## src/rtl/lsa_pkg.sv

```systemverilog
package lsa_pkg;
  localparam int OPC_W = 6;

  localparam logic [OPC_W-1:0] OPC_LDB_S = 6'h20;
  localparam logic [OPC_W-1:0] OPC_LDH_S = 6'h21;
  localparam logic [OPC_W-1:0] OPC_LDW   = 6'h23;
  localparam logic [OPC_W-1:0] OPC_LDB_U = 6'h24;
  localparam logic [OPC_W-1:0] OPC_LDH_U = 6'h25;
  localparam logic [OPC_W-1:0] OPC_STB   = 6'h28;
  localparam logic [OPC_W-1:0] OPC_STH   = 6'h29;
  localparam logic [OPC_W-1:0] OPC_STW   = 6'h2b;

  typedef enum logic [1:0] {
    SZ_NONE = 2'd0,
    SZ_BYTE = 2'd1,
    SZ_HALF = 2'd2,
    SZ_WORD = 2'd3
  } acc_size_e;

  typedef struct packed {
    acc_size_e size;
    logic      load;
    logic      store;
    logic      sext;
  } acc_kind_t;

  function automatic acc_kind_t classify(input logic [OPC_W-1:0] op);
    acc_kind_t k;
    k = '{size: SZ_NONE, load: 1'b0, store: 1'b0, sext: 1'b0};
    case (op)
      OPC_LDB_S: k = '{size: SZ_BYTE, load: 1'b1, store: 1'b0, sext: 1'b1};
      OPC_LDH_S: k = '{size: SZ_HALF, load: 1'b1, store: 1'b0, sext: 1'b1};
      OPC_LDW:   k = '{size: SZ_WORD, load: 1'b1, store: 1'b0, sext: 1'b0};
      OPC_LDB_U: k = '{size: SZ_BYTE, load: 1'b1, store: 1'b0, sext: 1'b0};
      OPC_LDH_U: k = '{size: SZ_HALF, load: 1'b1, store: 1'b0, sext: 1'b0};
      OPC_STB:   k = '{size: SZ_BYTE, load: 1'b0, store: 1'b1, sext: 1'b0};
      OPC_STH:   k = '{size: SZ_HALF, load: 1'b0, store: 1'b1, sext: 1'b0};
      OPC_STW:   k = '{size: SZ_WORD, load: 1'b0, store: 1'b1, sext: 1'b0};
      default:   ;
    endcase
    return k;
  endfunction
endpackage

```

## src/rtl/lsa_addr_gen.sv

```systemverilog
module lsa_addr_gen
  import lsa_pkg::*;
#(
  parameter int ADDR_W    = 32,
  parameter int IMM_W     = 16,
  parameter int LANE_BITS = 2
) (
  input  logic [ADDR_W-1:0] base,
  input  logic [IMM_W-1:0]  imm,
  input  acc_size_e         size,
  output logic [ADDR_W-1:0] ea,
  output logic              misalign
);
  localparam int EXT_W = ADDR_W - IMM_W;

  logic [ADDR_W-1:0] disp;
  assign disp = {{EXT_W{imm[IMM_W-1]}}, imm};
  assign ea   = base + disp;

  always_comb begin
    case (size)
      SZ_HALF: misalign = ea[0];
      SZ_WORD: misalign = |ea[LANE_BITS-1:0];
      default: misalign = 1'b0;
    endcase
  end
endmodule

```

## src/rtl/lsa_store_lane.sv

```systemverilog
module lsa_store_lane
  import lsa_pkg::*;
#(
  parameter int DATA_W    = 32,
  parameter int LANE_BITS = 2
) (
  input  acc_size_e               size,
  input  logic [LANE_BITS-1:0]    lane,
  input  logic [DATA_W-1:0]       st,
  output logic [DATA_W/8-1:0]     be,
  output logic [DATA_W-1:0]       wdata
);
  localparam int LANES = DATA_W / 8;

  for (genvar i = 0; i < LANES; i++) begin : g_lane
    localparam logic [LANE_BITS-1:0] IDX = LANE_BITS'(i);
    logic       lane_en;
    logic [7:0] lane_byte;

    always_comb begin
      case (size)
        SZ_BYTE: begin
          lane_en   = (lane == IDX);
          lane_byte = st[7:0];
        end
        SZ_HALF: begin
          lane_en   = (lane[LANE_BITS-1:1] == IDX[LANE_BITS-1:1]);
          lane_byte = st[8*(i%2) +: 8];
        end
        SZ_WORD: begin
          lane_en   = 1'b1;
          lane_byte = st[8*i +: 8];
        end
        default: begin
          lane_en   = 1'b0;
          lane_byte = 8'h00;
        end
      endcase
    end

    assign be[i]           = lane_en;
    assign wdata[8*i +: 8] = lane_byte;
  end
endmodule

```

## src/rtl/lsa_load_extract.sv

```systemverilog
module lsa_load_extract
  import lsa_pkg::*;
#(
  parameter int DATA_W    = 32,
  parameter int LANE_BITS = 2
) (
  input  acc_size_e            size,
  input  logic                 sext,
  input  logic [LANE_BITS-1:0] lane,
  input  logic [DATA_W-1:0]    rd,
  output logic [DATA_W-1:0]    ldata
);
  localparam int LANES = DATA_W / 8;
  localparam int HALVES = LANES / 2;

  logic [7:0]  sel_b;
  logic [15:0] sel_h;

  always_comb begin
    sel_b = 8'h00;
    for (int k = 0; k < LANES; k++) begin
      if (lane == LANE_BITS'(k)) sel_b = rd[8*k +: 8];
    end
  end

  always_comb begin
    sel_h = 16'h0000;
    for (int k = 0; k < HALVES; k++) begin
      if (lane[LANE_BITS-1:1] == (LANE_BITS-1)'(k)) sel_h = rd[16*k +: 16];
    end
  end

  always_comb begin
    case (size)
      SZ_BYTE: ldata = {{(DATA_W-8){sext & sel_b[7]}}, sel_b};
      SZ_HALF: ldata = {{(DATA_W-16){sext & sel_h[15]}}, sel_h};
      SZ_WORD: ldata = rd;
      default: ldata = '0;
    endcase
  end
endmodule

```

## src/rtl/lsa_aligner.sv

```systemverilog
module lsa_aligner
  import lsa_pkg::*;
#(
  parameter int DATA_W = 32,
  parameter int ADDR_W = 32,
  parameter int IMM_W  = 16
) (
  input  logic                    clk,
  input  logic                    rst_n,
  input  logic                    in_valid,
  output logic                    in_ready,
  input  logic [lsa_pkg::OPC_W-1:0] in_op,
  input  logic [ADDR_W-1:0]       in_base,
  input  logic [IMM_W-1:0]        in_imm,
  input  logic [DATA_W-1:0]       in_store,
  input  logic [DATA_W-1:0]       in_rdword,
  output logic                    out_valid,
  input  logic                    out_ready,
  output logic [ADDR_W-1:0]       out_addr,
  output logic [DATA_W/8-1:0]     out_be,
  output logic [DATA_W-1:0]       out_wdata,
  output logic                    out_wr,
  output logic                    out_ld,
  output logic [DATA_W-1:0]       out_ldata,
  output logic                    out_misalign
);
  localparam int LANES     = DATA_W / 8;
  localparam int LANE_BITS = $clog2(LANES);

  acc_kind_t             kind;
  logic [ADDR_W-1:0]     ea;
  logic                  mis;
  logic [LANES-1:0]      be_raw;
  logic [DATA_W-1:0]     wdata_raw;
  logic [DATA_W-1:0]     ldata_raw;
  logic                  take;

  assign kind = classify(in_op);

  lsa_addr_gen #(
    .ADDR_W(ADDR_W), .IMM_W(IMM_W), .LANE_BITS(LANE_BITS)
  ) u_addr (
    .base(in_base), .imm(in_imm), .size(kind.size), .ea(ea), .misalign(mis)
  );

  lsa_store_lane #(
    .DATA_W(DATA_W), .LANE_BITS(LANE_BITS)
  ) u_store (
    .size(kind.size), .lane(ea[LANE_BITS-1:0]), .st(in_store),
    .be(be_raw), .wdata(wdata_raw)
  );

  lsa_load_extract #(
    .DATA_W(DATA_W), .LANE_BITS(LANE_BITS)
  ) u_load (
    .size(kind.size), .sext(kind.sext), .lane(ea[LANE_BITS-1:0]),
    .rd(in_rdword), .ldata(ldata_raw)
  );

  assign in_ready = !out_valid || out_ready;
  assign take     = in_valid && in_ready;

  always_ff @(posedge clk) begin
    if (!rst_n) begin
      out_valid    <= 1'b0;
      out_addr     <= '0;
      out_be       <= '0;
      out_wdata    <= '0;
      out_wr       <= 1'b0;
      out_ld       <= 1'b0;
      out_ldata    <= '0;
      out_misalign <= 1'b0;
    end else if (take) begin
      out_valid    <= 1'b1;
      out_addr     <= ea;
      out_be       <= mis ? '0 : be_raw;
      out_wdata    <= kind.store ? wdata_raw : '0;
      out_wr       <= kind.store && !mis;
      out_ld       <= kind.load;
      out_ldata    <= (kind.load && !mis) ? ldata_raw : '0;
      out_misalign <= mis;
    end else if (out_ready) begin
      out_valid    <= 1'b0;
    end
  end

  // Output register stage: back-pressure and acceptance
  assert_hold_stable_R7: assert property (@(posedge clk) disable iff (!rst_n)
    out_valid && !out_ready |=> out_valid && $stable(out_addr) && $stable(out_be)
      && $stable(out_wdata) && $stable(out_ldata) && $stable(out_wr));

  assert_accept_shows_R7: assert property (@(posedge clk) disable iff (!rst_n)
    in_valid && in_ready |=> out_valid);

  // Misalignment gating across the lane and address logic
  assert_misalign_blocks_R5: assert property (@(posedge clk) disable iff (!rst_n)
    out_valid && out_misalign |-> !out_wr && (out_be == '0) && (out_ldata == '0));

  // Lane enable shapes produced by the store lane unit
  assert_be_shape_R2: assert property (@(posedge clk) disable iff (!rst_n)
    out_valid && out_wr |-> ($countones(out_be) == 1) || (out_be == 4'b0011)
      || (out_be == 4'b1100) || (out_be == 4'b1111));

  // Decode: a result is never both a load and a write
  assert_ld_wr_excl_R6: assert property (@(posedge clk) disable iff (!rst_n)
    out_valid |-> !(out_wr && out_ld));
endmodule

```

## config.mk

```make
export PLATFORM = sky130hd
export DESIGN_NAME = lsa_aligner
export DESIGN_NICKNAME = d
export VERILOG_FILES = /design/src/rtl/lsa_pkg.sv /design/src/rtl/lsa_addr_gen.sv /design/src/rtl/lsa_store_lane.sv /design/src/rtl/lsa_load_extract.sv /design/src/rtl/lsa_aligner.sv
export SDC_FILE = /design/constraint.sdc
export NUM_CORES = 1
export LEC_CHECK = 0
export ABC_AREA = 1
export ABC_CLOCK_PERIOD_IN_PS = 5300
export BUFFER_PORTS_ARGS = -buffer_cell sky130_fd_sc_hd__buf_2
export CORE_MARGIN = 3
export CORE_UTILIZATION = 58
export DETAILED_ROUTE_END_ITERATION = 8
export PLACE_DENSITY = 0.95
export SLEW_MARGIN = 20
export SYNTH_ARGS = -nofsm -noshare
export SYNTH_HDL_FRONTEND = slang
export SYNTH_HIERARCHICAL = 1
export SYNTH_SLANG_ARGS = --single-unit
```

## constraint.sdc

```tcl
create_clock -name clk -period 5.3 [get_ports clk]
set_input_delay 1.06 -clock clk [delete_from_list [all_inputs] [get_ports clk]]
set_output_delay 1.06 -clock clk [all_outputs]
set_load 0.1 [all_outputs]
```

==> results of run 1 <==
## worst min-delay path: cells and delay by family (launching register included)
family,cells,cell delay [ps]
flip-flops,1,310
AND/OR/NAND/NOR,1,60
AO/OA/AOI/OAI,1,50
## registers in the layout (all words and copies together) (netlist names)
signal and cells:
out_wr 1, out_wdata 32, out_addr 32, out_ldata 32, out_misalign 1, out_ld 1, out_be 4, out_valid 1
## synth_stat cells
| cell type | n | share of area |
|---|---|---|
| clkbuf_1 | 25 | 0.012 |
| inv_2 | 5 | 0.0024 |
| buf_2 | 13 | 0.0082 |
| or2_4 | 1 | 0.0011 |
| fa_1 | 1 | 0.0025 |
| nand2_8 | 1 | 0.0025 |
| buf_4 | 11 | 0.010 |
| a21oi_2 | 11 | 0.012 |
| nor2_4 | 2 | 0.0028 |
| a21o_1 | 1 | 0.00094 |
| o21ai_2 | 1 | 0.0011 |
| or2_1 | 4 | 0.0031 |
| nor2_1 | 127 | 0.060 |
| buf_6 | 10 | 0.014 |
| dfxtp_1 | 104 | 0.26 |
| o21ai_0 | 66 | 0.041 |
| nor3_1 | 3 | 0.0019 |
| buf_1 | 1 | 0.00047 |
| inv_4 | 2 | 0.0016 |
| ha_1 | 36 | 0.056 |
| nor2_2 | 5 | 0.0039 |
| nor3_2 | 2 | 0.0025 |
| inv_1 | 176 | 0.083 |
| xnor2_1 | 2 | 0.0022 |
| a21oi_1 | 122 | 0.077 |
| o31ai_1 | 1 | 0.00094 |
| buf_12 | 1 | 0.0025 |
| nand2_2 | 23 | 0.018 |
| nand4_1 | 3 | 0.0024 |
| a22oi_1 | 9 | 0.0085 |
| o21bai_1 | 2 | 0.0019 |
| nor3b_1 | 1 | 0.00094 |
| nand3_4 | 1 | 0.0022 |
| nand2_1 | 472 | 0.22 |
| nand3_1 | 78 | 0.049 |
| nand3_2 | 7 | 0.0088 |
| xor2_1 | 14 | 0.015 |
| nand2_4 | 3 | 0.0042 |
## stage by stage
step | util | cell area (um2)
after floorplan | - | 7980
after global placement | 0.674 | 9000
after detailed placement | 0.674 | 9000
after CTS | 0.697 | 9310
after global routing | 0.697 | 9310
final | 0.697 | 9310
## power breakdown
part / total [mW] / leakage, nW / switching [mW] / internal (mW)
combinational: 0.899 / 4.26 / 0.684 / 0.215
clock: 0.700 / 0.150 / 0.322 / 0.378
sequential: 0.842 / 0.852 / 0.0194 / 0.822
total: 2.44 / 5.26 / 1.03 / 1.41
## final cells by class
class,instances,area [um2]
Multi-Input combinational cell,999,4830
Fill cell,1142,4040
Sequential cell,104,2080
Timing Repair Buffer,232,1180
Inverter,183,692
Clock buffer,9,225
Tap cell,176,220
Clock inverter,7,86.3
## cell families (layout without fill, tap and decap cells)
| family | after synthesis | count (layout) | synth area share |
|---|---|---|---|
| AO/OA/AOI/OAI | 213 | 213 | 0.143 |
| XOR/XNOR | 16 | 16 | 0.0176 |
| adder cells (fa/ha/maj) | 37 | 37 | 0.0590 |
| buffers and inverters | 244 | 431 | 0.134 |
| flip-flops | 104 | 104 | 0.261 |
| AND/OR/NAND/NOR | 733 | 733 | 0.385 |
## metal layers
layer,routed length [um],global-route usage
met3,1900,0.0343
met4,684,0.123
met5,0,0
met2,11300,0.506
met1,9120,0.368
## cell usage in the layout, fill, tap and decap left out, types with 2 or more instances in the layout
cell,instances
inv_8,2
buf_4,6
clkbuf_16,9
inv_2,6
nand3_1,78
buf_2,226
nor2_4,2
inv_1,175
nand4_1,3
o21bai_1,2
inv_4,2
a22oi_1,9
nand2_1,472
a21oi_2,11
inv_6,2
nor2_1,127
dfxtp_1,104
xor2_1,14
a21oi_1,122
or2_1,4
xnor2_1,2
nand2_4,3
nor3_2,2
nor3_1,3
nand3_2,7
nor2_2,5
nand2_2,23
o21ai_0,66
ha_1,36
## final timing paths
check	slack, ps	end	cells past startpoint	startpoint
worst max register to register	3020	out_wdata[14]$_SDFFE_PN0P_	6	out_valid$_SDFFE_PN0P_
worst min register to register	460	out_ldata[24]$_SDFFE_PN0P_	2	out_ldata[24]$_SDFFE_PN0P_
worst max-delay path	1690	out_ldata[17]$_SDFFE_PN0P_	12	in_op[4]
worst min-delay path	460	out_ldata[24]$_SDFFE_PN0P_	2	out_ldata[24]$_SDFFE_PN0P_
==> results_dict.tcl, run 1 <==
set metrics [dict create \
    num_rows 42 \
    post_cts_resized 0 \
    syn_area_um2 7980 \
    grt_max_degree 68 \
    yosys.cell_types.count 38 \
    hold_ws_ps 464 \
    synth_warnings 6 \
    hold_path_class "register to register" \
    cts_made_buffers 9 \
    startpoint_type "input port" \
    grt_pass1_vias 7820 \
    core_um2 13300 \
    die_x_um 123 \
    crit_chain "buf_2 > nor2_4 > inv_1 > o31ai_1 > nand2_1 > inv_1 > nand3_2 > nand2_1 > inv_1 > nand2_1 > nand3_1 > a21oi_1" \
    end_kind "register" \
    cts_tree "done" \
    synthCells 1347 \
    setup_viol 0 \
    place.gp.congestion 0.932 \
    cpPeakStageDelay_ps 800 \
    grt_antenna_before_repair 0 \
    dr.pass1.iters 7 \
    syn_nets 1506 \
    cts_hold_buf 0 \
    clk_pin_slew_worst_paths_ps 70 \
    viasPerCell 5.28 \
    setup-tns-final_ps 0 \
    grt_pass1_wl_mm 36.2 \
    die_area_um2 15200 \
    fin_cells 1710 \
    clock_latency_ps 350 \
    grt.overflow.total 0 \
    cap_violations 0 \
    place_ws_ps 1420 \
    cts_max_level 3 \
    worst-path-max-fanout 16 \
    irDropWorstVdd_mv 0.139 \
    clock_path_buffers 2 \
    p_per_area_nw_per_um2 262 \
    period_share 0.682 \
    grt_usage 0.293 \
    required_ps 5580 \
    wire_per_inst_um 13.5 \
    crit_path_top_delay_cell "o31ai_1" \
    antenna_left 0 \
    synth-seq-cells 104 \
    min_period_ps 3610 \
    dp_hpwl_mm 17.4 \
    cts_setup_buffers 0 \
    power_mw 2.44 \
    num_vias 9022 \
    diodes 0 \
    cp.arrival_ps 3890 \
    rsz0062_at_grt "false" \
    final_nets 1688 \
    drv_slew 0 \
    seq_area_frac_synth 0.261 \
    syn2layout_area_growth_pct 16.7 \
    wl_mm 23.0 \
    drc 0 \
    synth.avg_cell_area_um2 5.92 \
    drive_above_1_share 0.204 \
    total_leakage_power_nw 5.26 \
    critPathBufInv 4 \
    numPortBuffers 226 \
    drt_iter0_markers 1026 \
    fmax_ghz 0.277 \
    relSlewSlack 0.329 \
    critical-path-top-delay-family "simple AND/OR/NAND/NOR gates" \
    start_util 0.598 \
    cts_root_buf "clkbuf_16" \
    chipHeight_um 123 \
    io_pins 227 \
    finalHoldViolations 0 \
    dp.cells 1694 \
    finalWorstSetupSlack_ps 1690 \
    worst_slew_pin_slew_ps 998 \
    status "finished clean" \
    path_class "input port to register" \
    finClkSkew_ps 5.17 \
    cts_sinks 104 \
]
Power figures use the tool's default switching activity.
==> run 2: changes to the inputs <==
--- a/config.mk
+++ b/config.mk
@@ -6,12 +6,12 @@
 export NUM_CORES = 1
 export LEC_CHECK = 0
 export ABC_AREA = 1
-export ABC_CLOCK_PERIOD_IN_PS = 5300
+export ABC_CLOCK_PERIOD_IN_PS = 3000
 export BUFFER_PORTS_ARGS = -buffer_cell sky130_fd_sc_hd__buf_2
 export CORE_MARGIN = 3
-export CORE_UTILIZATION = 58
+export CORE_UTILIZATION = 48
 export DETAILED_ROUTE_END_ITERATION = 8
-export PLACE_DENSITY = 0.95
+export PLACE_DENSITY = 0.86
 export SLEW_MARGIN = 20
 export SYNTH_ARGS = -nofsm -noshare
 export SYNTH_HDL_FRONTEND = slang
==> constraint.sdc (replaced) <==
create_clock -name clk -period 3 [get_ports clk]
set_input_delay 0.6 -clock clk [delete_from_list [all_inputs] [get_ports clk]]
set_output_delay 0.6 -clock clk [all_outputs]
set_load 0.1 [all_outputs]
==> results_dict.tcl, run 2 (synthesis results as in run 1) <==
set metrics [dict create \
    grt.overflow.total 0 \
    wire_per_inst_um 13.2 \
    power_mw 4.25 \
    end_kind "register" \
    setup-tns-final_ps 0 \
    required_ps 3230 \
    clk_pin_slew_worst_paths_ps 70 \
    min_to "out_ldata[24]$_SDFFE_PN0P_" \
    finClkSkew_ps 6.71 \
    start_util 0.497 \
    post_cts_resized 0 \
    p_per_area_nw_per_um2 451 \
    hold_path_class "register to register" \
    fmax_ghz 0.398 \
    nFillCells 1547 \
    wl_mm 23.3 \
    num_vias 9026 \
    reg2regPathDepth 6 \
    cts_setup_buffers 0 \
    path_class "input port to register" \
    final_common_cell "nand2_1" \
    detailed_place.area_um2 9140 \
    finalHoldViolations 0 \
    die_x_um 135 \
    grt_pass1_vias 7965 \
    dp_hpwl_mm 18.1 \
    num_rows 46 \
    final_nets 1698 \
    r2r-start "out_valid$_SDFFE_PN0P_" \
    drc 0 \
    worst-path-max-fanout 16 \
    final_area_um2 9420 \
    cts_max_level 3 \
    grt_pass1_wl_mm 37.2 \
    clock_path_buffers 2 \
    multi_input_area_um2 4830 \
    setup_viol 0 \
    period_share 0.837 \
    antenna_left 0 \
    io_pins 227 \
    cts_tree "done" \
    cp.arrival_ps 2740 \
    mostFrequentLayoutCells "nand2_1, buf_2, inv_1, nor2_1, a21oi_1" \
    drt_iter0_markers 795 \
    viasPerCell 5.13 \
    core_um2 16100 \
    startpoint_type "input port" \
    hold_depth 2 \
    grt_usage 0.246 \
    relSlewSlack 0.504 \
    place.gp.congestion 0.925 \
    cap_violations 0 \
    regArea_um2 2080 \
    cts_root_buf "clkbuf_16" \
    cts_sinks 104 \
    r2r_setup_slack_ps 1180 \
    irDropWorstVdd_mv 0.287 \
    min_period_ps 2510 \
    chipHeight_um 135 \
    r2r_end "out_wdata[19]$_SDFFE_PN0P_" \
    die_area_um2 18200 \
    syn2layout_area_growth_pct 18.1 \
    rsz0062_at_grt "false" \
    hp-start "out_ldata[24]$_SDFFE_PN0P_" \
    grt_max_degree 57 \
    reg_top3 "out_addr: 32 flops, out_ldata: 32 flops, out_wdata: 32 flops" \
    status "finished clean" \
    total_leakage_power_nw 5.31 \
    numPortBuffers 226 \
    cts_hold_buf 0 \
    cts_made_buffers 9 \
    drv_slew 0 \
    worst_slew_pin_slew_ps 742 \
    drive_above_1_share 0.209 \
    grt_antenna_before_repair 0 \
    dr.pass1.iters 6 \
    diodes 0 \
    clock_latency_ps 360 \
]
-- run 2: worst max path at each step --
stage	start	endpoint	slack [ps]	depth (start not counted)
global placement	in_op[4]	out_ldata[16]$_SDFFE_PN0P_	270	15
floorplan	in_op[5]	out_be[0]$_SDFFE_PN0P_	370	15
detailed placement	in_base[0]	out_ldata[30]$_SDFFE_PN0P_	190	11
finish	in_op[4]	out_ldata[27]$_SDFFE_PN0P_	490	15
global route	in_op[4]	out_ldata[31]$_SDFFE_PN0P_	330	15
CTS	in_op[4]	out_ldata[21]$_SDFFE_PN0P_	550	15
-- run 2: stage by stage --
step	instances	utilization	hold slack, ps	setup slack [ps]
final	1760	0.587	464	490
after global routing	1760	0.587	478	333
after CTS	1760	0.587	464	554
after detailed placement	1744	0.569	454	188
after global placement	1744	0.569	450	269
after floorplan	1347	-	805	365
-- run 2: power breakdown --
part | internal, mW | switching [mW]
registers | 1.45 | 0.0342
clock network | 0.599 | 0.561
logic | 0.390 | 1.21
total | 2.44 | 1.81
-- run 2: cell type report --
class	instances	area share
clock buffers	10	0.0254
clock inverters	6	0.00505
inverters	183	0.0734
multi-input cells	999	0.512
flip-flops and latches	104	0.221
well taps	216	0.0287
repair buffers	242	0.134
-- run 2: critical path, stage by stage --
cell     delay (ps)
buf_2           110
nor2_4          170
nand3_1         180
nand3_1         120
nor3b_1         220
buf_4           200
inv_1            40
nand2_1         280
inv_1           140
nand3_2         260
nand2_1          90
inv_1            70
nand2_1          60
nand3_1          90
a21oi_1          80
-- run 2: layer usage --
layer	global-route usage	wire [um]	vias up
met3	0.0265	1830	64
met1	0.314	9630	3971
met5	0	0	-
met2	0.425	11100	410
li1	-	-	4581
met4	0.0957	723	0
